## config.mk

```make
export PLATFORM = sky130hd
export DESIGN_NAME = vex_stream_decoder
export DESIGN_NICKNAME = d
export VERILOG_FILES = /design/src/rtl/vex_dec_pkg.sv /design/src/rtl/vex_byte_class.sv /design/src/rtl/vex_field_expand.sv /design/src/rtl/vex_modrm_split.sv /design/src/rtl/vex_stream_decoder.sv
export SDC_FILE = /design/constraint.sdc
export NUM_CORES = 1
export LEC_CHECK = 0
export BUFFER_PORTS_ARGS = -buffer_cell sky130_fd_sc_hd__buf_2
export CORE_MARGIN = 1
export CORE_UTILIZATION = 40
export CTS_BUF_LIST = sky130_fd_sc_hd__clkbuf_2
export DETAILED_ROUTE_END_ITERATION = 7
export MAX_ROUTING_LAYER = met4
export PLACE_DENSITY = 0.71
export SETUP_SLACK_MARGIN = 0.3
export SLEW_MARGIN = 20
export SYNTH_ARGS = -nofsm -noshare
export SYNTH_HDL_FRONTEND = slang
export SYNTH_SLANG_ARGS = --single-unit
```

## constraint.sdc

```tcl
create_clock -name clk -period 2.1 [get_ports clk]
set_input_delay 0.21 -clock clk [delete_from_list [all_inputs] [get_ports clk]]
set_output_delay 0.21 -clock clk [all_outputs]
set_load 0.05 [all_outputs]
```

## src/rtl/vex_dec_pkg.sv

```systemverilog
package vex_dec_pkg;
  localparam int BYTE_W = 8;
  localparam int MAP_W  = 5;
  localparam int IDX_W  = 4;
  localparam logic [BYTE_W-1:0] LEAD3_BYTE = 8'hC4;
  localparam logic [BYTE_W-1:0] LEAD2_BYTE = 8'hC5;
  localparam logic [BYTE_W-1:0] NO_MRM_OPC = 8'h77;
  localparam logic [MAP_W-1:0]  MAP_ESC0F  = 5'd1;
  localparam logic [MAP_W-1:0]  MAP_LAST   = 5'd3;

  typedef enum logic [2:0] {
    ST_PFX, ST_V3A, ST_V3B, ST_V2A, ST_OPC, ST_MRM, ST_OUT
  } dec_state_t;

  typedef enum logic [2:0] {
    BC_PFX_OK, BC_PFX_BAD, BC_LEAD3, BC_LEAD2, BC_OTHER
  } byte_cls_t;

  typedef struct packed {
    logic              rext;
    logic              xext;
    logic              bext;
    logic              wide;
    logic [IDX_W-1:0]  vsrc;
    logic              vl256;
    logic [1:0]        pp;
    logic [BYTE_W-1:0] pfx_byte;
    logic [MAP_W-1:0]  map;
    logic              map_bad;
  } vex_fields_t;
endpackage

```

## src/rtl/vex_byte_class.sv

```systemverilog
module vex_byte_class
  import vex_dec_pkg::*;
(
  input  logic [BYTE_W-1:0] byte_in,
  output byte_cls_t         cls
);
  logic is_seg, is_asz, is_rex, is_bad;

  always_comb begin
    is_seg = (byte_in == 8'h26) || (byte_in == 8'h2E) || (byte_in == 8'h36) ||
             (byte_in == 8'h3E) || (byte_in == 8'h64) || (byte_in == 8'h65);
    is_asz = (byte_in == 8'h67);
    is_rex = (byte_in[7:4] == 4'h4);
    is_bad = is_rex || (byte_in == 8'hF0) || (byte_in == 8'h66) ||
             (byte_in == 8'hF2) || (byte_in == 8'hF3);
    if (byte_in == LEAD3_BYTE)      cls = BC_LEAD3;
    else if (byte_in == LEAD2_BYTE) cls = BC_LEAD2;
    else if (is_seg || is_asz)      cls = BC_PFX_OK;
    else if (is_bad)                cls = BC_PFX_BAD;
    else                            cls = BC_OTHER;
  end
endmodule

```

## src/rtl/vex_field_expand.sv

```systemverilog
module vex_field_expand
  import vex_dec_pkg::*;
(
  input  logic              vex,
  input  logic              vex3,
  input  logic [BYTE_W-1:0] pay_a,
  input  logic [BYTE_W-1:0] pay_b,
  output vex_fields_t       f
);
  always_comb begin
    f = '0;
    if (vex) begin
      f.vsrc  = ~pay_b[6:3];
      f.vl256 = pay_b[2];
      f.pp    = pay_b[1:0];
      if (vex3) begin
        f.rext = ~pay_a[7];
        f.xext = ~pay_a[6];
        f.bext = ~pay_a[5];
        f.map  = pay_a[MAP_W-1:0];
        f.wide = pay_b[7];
      end else begin
        f.rext = ~pay_b[7];
        f.xext = 1'b0;
        f.bext = 1'b0;
        f.map  = MAP_ESC0F;
        f.wide = 1'b0;
      end
      case (f.pp)
        2'd0:    f.pfx_byte = 8'h00;
        2'd1:    f.pfx_byte = 8'h66;
        2'd2:    f.pfx_byte = 8'hF3;
        default: f.pfx_byte = 8'hF2;
      endcase
      f.map_bad = (f.map < MAP_ESC0F) || (f.map > MAP_LAST);
    end
  end
endmodule

```

## src/rtl/vex_modrm_split.sv

```systemverilog
module vex_modrm_split
  import vex_dec_pkg::*;
(
  input  logic              present,
  input  logic [BYTE_W-1:0] mrm,
  input  logic              rext,
  input  logic              bext,
  output logic [1:0]        mod_f,
  output logic [2:0]        reg_f,
  output logic [2:0]        rm_f,
  output logic [IDX_W-1:0]  reg_idx,
  output logic [IDX_W-1:0]  rm_idx,
  output logic              sib
);
  always_comb begin
    mod_f   = present ? mrm[7:6] : 2'b00;
    reg_f   = present ? mrm[5:3] : 3'b000;
    rm_f    = present ? mrm[2:0] : 3'b000;
    reg_idx = present ? {rext, mrm[5:3]} : '0;
    rm_idx  = present ? {bext, mrm[2:0]} : '0;
    sib     = present && (mrm[2:0] == 3'b100) && (mrm[7:6] != 2'b11);
  end
endmodule

```

## src/rtl/vex_stream_decoder.sv

```systemverilog
module vex_stream_decoder
  import vex_dec_pkg::*;
(
  input  logic              clk,
  input  logic              rst,
  input  logic              in_valid,
  input  logic [7:0]        in_data,
  output logic              in_ready,
  output logic              out_valid,
  input  logic              out_ready,
  output logic              o_vex,
  output logic              o_vex3,
  output logic              o_illegal,
  output logic              o_map_bad,
  output logic              o_rext,
  output logic              o_xext,
  output logic              o_bext,
  output logic              o_wide,
  output logic [3:0]        o_vsrc,
  output logic              o_vl256,
  output logic [1:0]        o_pp,
  output logic [7:0]        o_pfx_byte,
  output logic [4:0]        o_map,
  output logic [7:0]        o_opcode,
  output logic              o_modrm_present,
  output logic [1:0]        o_mod,
  output logic [2:0]        o_reg,
  output logic [2:0]        o_rm,
  output logic [3:0]        o_reg_idx,
  output logic [3:0]        o_rm_idx,
  output logic              o_sib_follows
);
  dec_state_t        st;
  byte_cls_t         cls;
  vex_fields_t       fld;
  logic [BYTE_W-1:0] pay_a, pay_b, opc_q, mrm_q;
  logic              vex_q, vex3_q, bad_q, mrm_v_q;
  logic              accept;

  assign in_ready  = (st != ST_OUT);
  assign out_valid = (st == ST_OUT);
  assign accept    = in_valid && in_ready;

  vex_byte_class u_cls (.byte_in(in_data), .cls(cls));

  vex_field_expand u_exp (
    .vex(vex_q), .vex3(vex3_q), .pay_a(pay_a), .pay_b(pay_b), .f(fld)
  );

  vex_modrm_split u_mrm (
    .present(mrm_v_q), .mrm(mrm_q), .rext(fld.rext), .bext(fld.bext),
    .mod_f(o_mod), .reg_f(o_reg), .rm_f(o_rm),
    .reg_idx(o_reg_idx), .rm_idx(o_rm_idx), .sib(o_sib_follows)
  );

  always_ff @(posedge clk) begin
    if (rst || (st == ST_OUT && out_ready)) begin
      st      <= ST_PFX;
      pay_a   <= '0;
      pay_b   <= '0;
      opc_q   <= '0;
      mrm_q   <= '0;
      vex_q   <= 1'b0;
      vex3_q  <= 1'b0;
      bad_q   <= 1'b0;
      mrm_v_q <= 1'b0;
    end else if (accept) begin
      case (st)
        ST_PFX: begin
          case (cls)
            BC_PFX_OK:  ;
            BC_PFX_BAD: bad_q <= 1'b1;
            BC_LEAD3: begin
              vex_q  <= 1'b1;
              vex3_q <= 1'b1;
              st     <= ST_V3A;
            end
            BC_LEAD2: begin
              vex_q <= 1'b1;
              st    <= ST_V2A;
            end
            default: begin
              opc_q <= in_data;
              st    <= ST_OUT;
            end
          endcase
        end
        ST_V3A: begin
          pay_a <= in_data;
          st    <= ST_V3B;
        end
        ST_V3B, ST_V2A: begin
          pay_b <= in_data;
          st    <= ST_OPC;
        end
        ST_OPC: begin
          opc_q <= in_data;
          if (fld.map == MAP_ESC0F && in_data == NO_MRM_OPC) begin
            st <= ST_OUT;
          end else begin
            mrm_v_q <= 1'b1;
            st      <= ST_MRM;
          end
        end
        ST_MRM: begin
          mrm_q <= in_data;
          st    <= ST_OUT;
        end
        default: st <= ST_OUT;
      endcase
    end
  end

  assign o_vex           = vex_q;
  assign o_vex3          = vex3_q;
  assign o_illegal       = vex_q && bad_q;
  assign o_map_bad       = fld.map_bad;
  assign o_rext          = fld.rext;
  assign o_xext          = fld.xext;
  assign o_bext          = fld.bext;
  assign o_wide          = fld.wide;
  assign o_vsrc          = fld.vsrc;
  assign o_vl256         = fld.vl256;
  assign o_pp            = fld.pp;
  assign o_pfx_byte      = fld.pfx_byte;
  assign o_map           = fld.map;
  assign o_opcode        = opc_q;
  assign o_modrm_present = mrm_v_q;

  // a held record does not change
  p_hold_stable_r1: assert property (@(posedge clk) disable iff (rst)
    out_valid && !out_ready |=> out_valid &&
      $stable({o_opcode, o_vsrc, o_map, o_illegal, o_reg_idx, o_rm_idx, o_pfx_byte}));

  // handshake completes the record and reopens the input
  p_done_reopen_r1: assert property (@(posedge clk) disable iff (rst)
    out_valid && out_ready |=> !out_valid && in_ready);

  // plain instructions carry no map and no ModR/M
  p_plain_empty_r3: assert property (@(posedge clk) disable iff (rst)
    out_valid && !o_vex |-> o_map == 5'd0 && !o_modrm_present && !o_illegal);

  // compact form defaults
  p_short_dflt_r5: assert property (@(posedge clk) disable iff (rst)
    out_valid && o_vex && !o_vex3 |-> o_map == 5'd1 && !o_wide && !o_xext && !o_bext);

  // illegal flag only on VEX records
  p_illegal_vex_r9: assert property (@(posedge clk) disable iff (rst)
    out_valid && o_illegal |-> o_vex);

  // VEX records carry ModR/M except map 1 opcode 77
  p_modrm_rule_r10: assert property (@(posedge clk) disable iff (rst)
    out_valid && o_vex && !(o_map == 5'd1 && o_opcode == 8'h77) |-> o_modrm_present);

  // SIB only with a memory-form ModR/M
  p_sib_mem_r11: assert property (@(posedge clk) disable iff (rst)
    o_sib_follows |-> o_modrm_present && o_mod != 2'b11 && o_rm == 3'b100);
endmodule

```

After elaboration in Yosys (flattened, before gate mapping)
Index checks and enable logic that the tools add are counted.

operators by class
  eq/ne operators = 32
  bitwise gates (word level) = 6
  order comparisons = 2
  reduce and logical (&&, ||, !) cells = 35
  multiplexer cells = 19

operator list
  operator                                                        count
  equality test 8 x 7 -> 1 bit (second input constant)            5
  equality test 8 bit (second input constant)                     5
  equality test 8 x 6 -> 1 bit (second input constant)            4
  two-way mux 25 bit                                              1
  one-hot mux 8 bit (3 select lines)                              1
  two-way mux 3 bit                                               6
  one-hot mux 8 bit (2 select lines)                              1
  AND reduction 3 bit                                             5
  equality test 3 x 2 -> 1 bit (second input constant)            4
  equality test 3 bit (second input constant)                     4
  logical OR 1 bit                                                12
  two-way mux 4 bit                                               3
  one-hot mux 3 bit (4 select lines)                              1
  two-way mux 5 bit                                               2
  one-hot mux 3 bit (3 select lines)                              1
  two-way mux 8 bit                                               1
  AND reduction 2 bit                                             4
  equality test 3 x 1 -> 1 bit (second input constant)            2
  logical AND 1 bit                                               6
  zero test 3 bit                                                 2
  inequality test 2 bit (second input constant)                   3
  OR reduction 2 bit                                              3
  equality test 5 x 1 -> 1 bit (second input constant)            1
  greater-than comparator 5 x 2 -> 1 bit (second input constant)  1
  11 further kinds                                                16

word-level totals
  bits of input ports = 12
  word-level logic and storage cells = 103
  register bits after elaboration = 39
  output and inout port bits = 56

Longest topological paths before layout
  depth in word-level cells = 14
  depth in mapped cells = 7
  gate-level depth less buffers = 5

Modules after synthesis
From an unflattened synthesis, not the netlist that was laid out.

unflattened totals
  cells, all modules = 246
  area total of the unflattened synthesis = 2040.7 um^2

by module, submodules not included
  module              cells each  area an instance (um^2)  instances  sequential area each (um^2)
  vex_stream_decoder  174         1577.8                   1          780.7
  vex_field_expand    34          196.4                    1          0.0
  vex_modrm_split     18          137.6                    1          0.0
  vex_byte_class      20          128.9                    1          0.0

Worst setup path after synthesis
Ideal clock, no wire load.

  path type = flip-flop to output port
  start point = reg mrm_v_q, in the netlist o_modrm_present
  end point = out o_sib_follows
  path buffers = 0
  arrival = 3.242 ns
  path slack = -1.352 ns
  cell stages (with the launch flop) = 3
  path through = dfxtp_1 -> nand2_1 -> a2111oi_0

on the way
  longest elaborated chain between the ends = 2

ends and longest elaborated chain
  what                             RTL line                   RTL
  from (decl)                      vex_stream_decoder.sv:37   logic vex_q, vex3_q, bad_q, mrm_v_q;
  from (signal assigned)           vex_stream_decoder.sv:66   mrm_v_q <= 1'b0;
  from (signal assigned)           vex_stream_decoder.sv:101  mrm_v_q <= 1'b1;
  logical AND 1 bit (2 in series)  vex_modrm_split.sv:21      sib = present && (mrm[2:0] == 3'b100) && (mrm[7:6] != 2'b11);
  to (decl)                        vex_stream_decoder.sv:31   output logic o_sib_follows

No other way between the ends.

Worst setup path after layout
  start point = reg mrm_q[2]
  end point = out o_sib_follows

on the way
  longest elaborated chain between the ends = 3

ends and longest elaborated chain
  what                             RTL line                   RTL
  from (decl)                      vex_stream_decoder.sv:36   logic [BYTE_W-1:0] pay_a, pay_b, opc_q, mrm_q;
  from (signal assigned)           vex_stream_decoder.sv:106  mrm_q <= in_data;
  equality test 3 bit              vex_modrm_split.sv:21
  logical AND 1 bit (2 in series)  vex_modrm_split.sv:21

No other way between the ends.

==> metrics.csv <==
stage,metric,value,unit
run_status,status,"complete, no violations",
power,ir_worst_vdd,0.3243,mV
routing,first_pass_iters,4,
synthesis,synth_edf_count,0,
sta,hold_viol_final,0,
floorplanning,start_util,0.4150,
floorplanning,rows,26,
synthesis,synth_top_area_share,0.3684,
synthesis,synth_ff_type,dfxtp_1,
synthesis,postSynthCellCount,251,
global_routing,grt_pass1_wl,8038,µm
clock_tree,cts-hold-fix-buffers,0,
setup_path,critPathArrivalTime,1.46,ns
setup_path,worstSetupPathType,reg2out,
sta,drv_slew,0,
routing,initialDrtViolationCount,99,
clock_tree,cts-buffers-inserted,5,
routing,viasPerCell,4.995,
worst_hold_path,hold_path.class,in2reg,
synthesis,synthArstFlopShare,0,
setup_path,required,1.89,ns
floorplanning,die_h,74.80,µm
placement,dpl.hpwl,3578,µm
sta,fin_skew,0.01268,ns
routing,vias,1868,
clock_tree,clock_latency,0.39,ns
setup_path,ff2ff_path_depth,5,
sta,tightestPinTransition,0.5254,ns
synthesis,synth_seq_area_share,0.3684,
sta,finalSetupTns,0,ns
setup_path,critPathLaunchType,flip-flop,
global_routing,gr-total-overflow,0,
synthesis,syn_area,0.002120,mm²
clock_tree,root_buffer,clkbuf_2,
finish,antenna_cells,0,
sta,period_needed,1.673,ns
setup_path,r2r_end,st[1],
synthesis,synth_area_leaders,"dfxtp_1, mux2i_1, nand2_1, nor2_1, buf_4",
placement,portBuffers,66,
floorplanning,chipWidth,74.80,µm
routing,routed_wl,4950,µm
placement,gp_congestion,0.8230,
sta,grt_setup_unrepaired,yes,
finish,drive_gt1_frac,0.3586,
setup_path,critPathCapture,o_sib_follows,
synthesis,syn_avg_cell_area,8.444,µm²
placement,dp_cells,366,
clock_tree,h-tree-depth,2,
global_routing,grt_pass1_vias,1644,
routing,wl_per_cell,13.24,µm
sta,fin_crit_sh,0.7969,
finish,syn2layout_area_growth,17.71,%
setup_path,reg2reg_slack,0.62,ns
sta,worst_slew_margin_rel,0.6487,
synthesis,yosysMostFrequentCell,nand2_1,
floorplanning,core,0.005107,mm²
synthesis,ys_types,49,
setup_path,worstSetupStartpoint,mrm_q[2],
global_routing,grt_max_degree,21,
synthesis,ys_seq_elements,39,
setup_path,critical_path_peak_fanout,2,
finish,fill_cells,529,
flow_run,cap_viol_max_count,0,
power,power_density,559.6,mW/mm²
sta,max_freq,597.6,MHz
floorplanning,ios,68,
routing,drc,0,
setup_path,r2r_start,st[1],
setup_path,cp-end-kind,output port,
synthesis,ys_top_cells_by_count,"nand2_1, dfxtp_1, nor2_1",
clock_tree,clkTransAtPathRegs,0.18,ns
power,p_total,1396,µW
clock_tree,cts_tree,built,
routing,drt.antenna.violating_nets,0,
synthesis,synth_top_cell_by_area,dfxtp_1,
global_routing,track_usage,0.1975,
floorplanning,die_area,0.005594,mm²
synthesis,yosys_warnings,0,
power,p_leak,0.001243,µW
finish,fin_cells,374,
synthesis,syn-num-nets,263,
finish,nets,316,
clock_tree,clockBufferDepth,2,
global_routing,antenna_found_initial,0,
sta,setup_viol,0,
clock_tree,clock_sinks,39,
critical path, stage by stage (launching register included):
cell	delay (ns)
dfxtp_1	0.37
nand2_1	0.10
a2111oi_4	0.32
clkbuf_4	0.29
cells by family after synthesis:
family	share of synthesized area
buffers and inverters	0.1228
AO/OA/AOI/OAI	0.1139
AND/OR/NAND/NOR	0.2751
flip-flops	0.3684
other	0.001769
multiplexers	0.1181
worst min path at each step:
stage,from,to,cells after the start
6_report,in_data[3],mrm_q[3],3
2_1_floorplan,in_data[6],mrm_q[6],2
3_3_place_gp,mrm_q[5],mrm_q[5],2
4_1_cts,in_data[3],o_opcode[3],3
3_5_place_dp,mrm_q[3],mrm_q[3],2
5_1_grt,in_data[3],mrm_q[3],3
cell type report:
cell class | instances | area (µm²) | share of cell area
Clock inverter | 2 | 8.758 | 0.003511
Tap cell | 70 | 87.58 | 0.03511
Multi-Input combinational cell | 174 | 1132 | 0.4539
Clock buffer | 5 | 25.02 | 0.01003
Timing Repair Buffer | 75 | 405.4 | 0.1625
Sequential cell | 39 | 799.5 | 0.3205
Inverter | 9 | 36.28 | 0.01454
repair_timing:
item                                   4_1_cts  5_1_grt
endpoints found under the hold margin        0        0
setup buffers                                0        1
gates resized for setup                      4        6
setup endpoints to repair                    4        5
power by group:
group          switching, µW  total (µW)  internal (µW)
Sequential              34.8         807            772
Clock                    223         293           70.3
Combinational            201         296           95.4
flip-flops by register name, indices dropped and copies added (netlist names):
| name | cells |
|---|---|
| mrm_q | 8 |
| o_vex3 | 1 |
| o_opcode | 8 |
| pay_b | 8 |
| st | 3 |
| pay_a | 8 |
| o_vex | 1 |
| o_modrm_present | 1 |
| bad_q | 1 |
cell usage in the layout, fill, tap and decap left out, drive strengths merged, types with 2 or more instances in the layout:
cell type and instances:
or3 2, dfxtp 39, a21oi 13, and3 6
clkbuf 8, nor2 32, and2 10, o21ai 3
mux2i 25, clkinv 2, nand2b 4, o31ai 2
inv 9, nor3 4, a31oi 5, nand2 41
nand3 5, buf 72
through the flow:
| stage | worst slack (ns) | hold slack (ns) | utilization | area (µm²) |
|---|---|---|---|---|
| finish | 0.4265 | 0.1240 | 0.4885 | 2495 |
| CTS | 0.3180 | 0.1033 | 0.4841 | 2472 |
| floorplan | 0.1686 | 0.3434 | - | 2201 |
| detailed placement | 0.3625 | 0.4429 | 0.4760 | 2431 |
| global placement | 0.4092 | 0.4422 | 0.4760 | 2431 |
| global route | 0.2990 | 0.1091 | 0.4885 | 2495 |
routing by layer:
metal	vias up	wire length (µm)	global-route usage
met5	-	0	-
met2	53	2314	0.3003
li1	939	-	-
met3	10	232	0.03748
met4	0	80	0.06709
met1	866	2322	0.2633
Power figures use the tool's default switching activity.
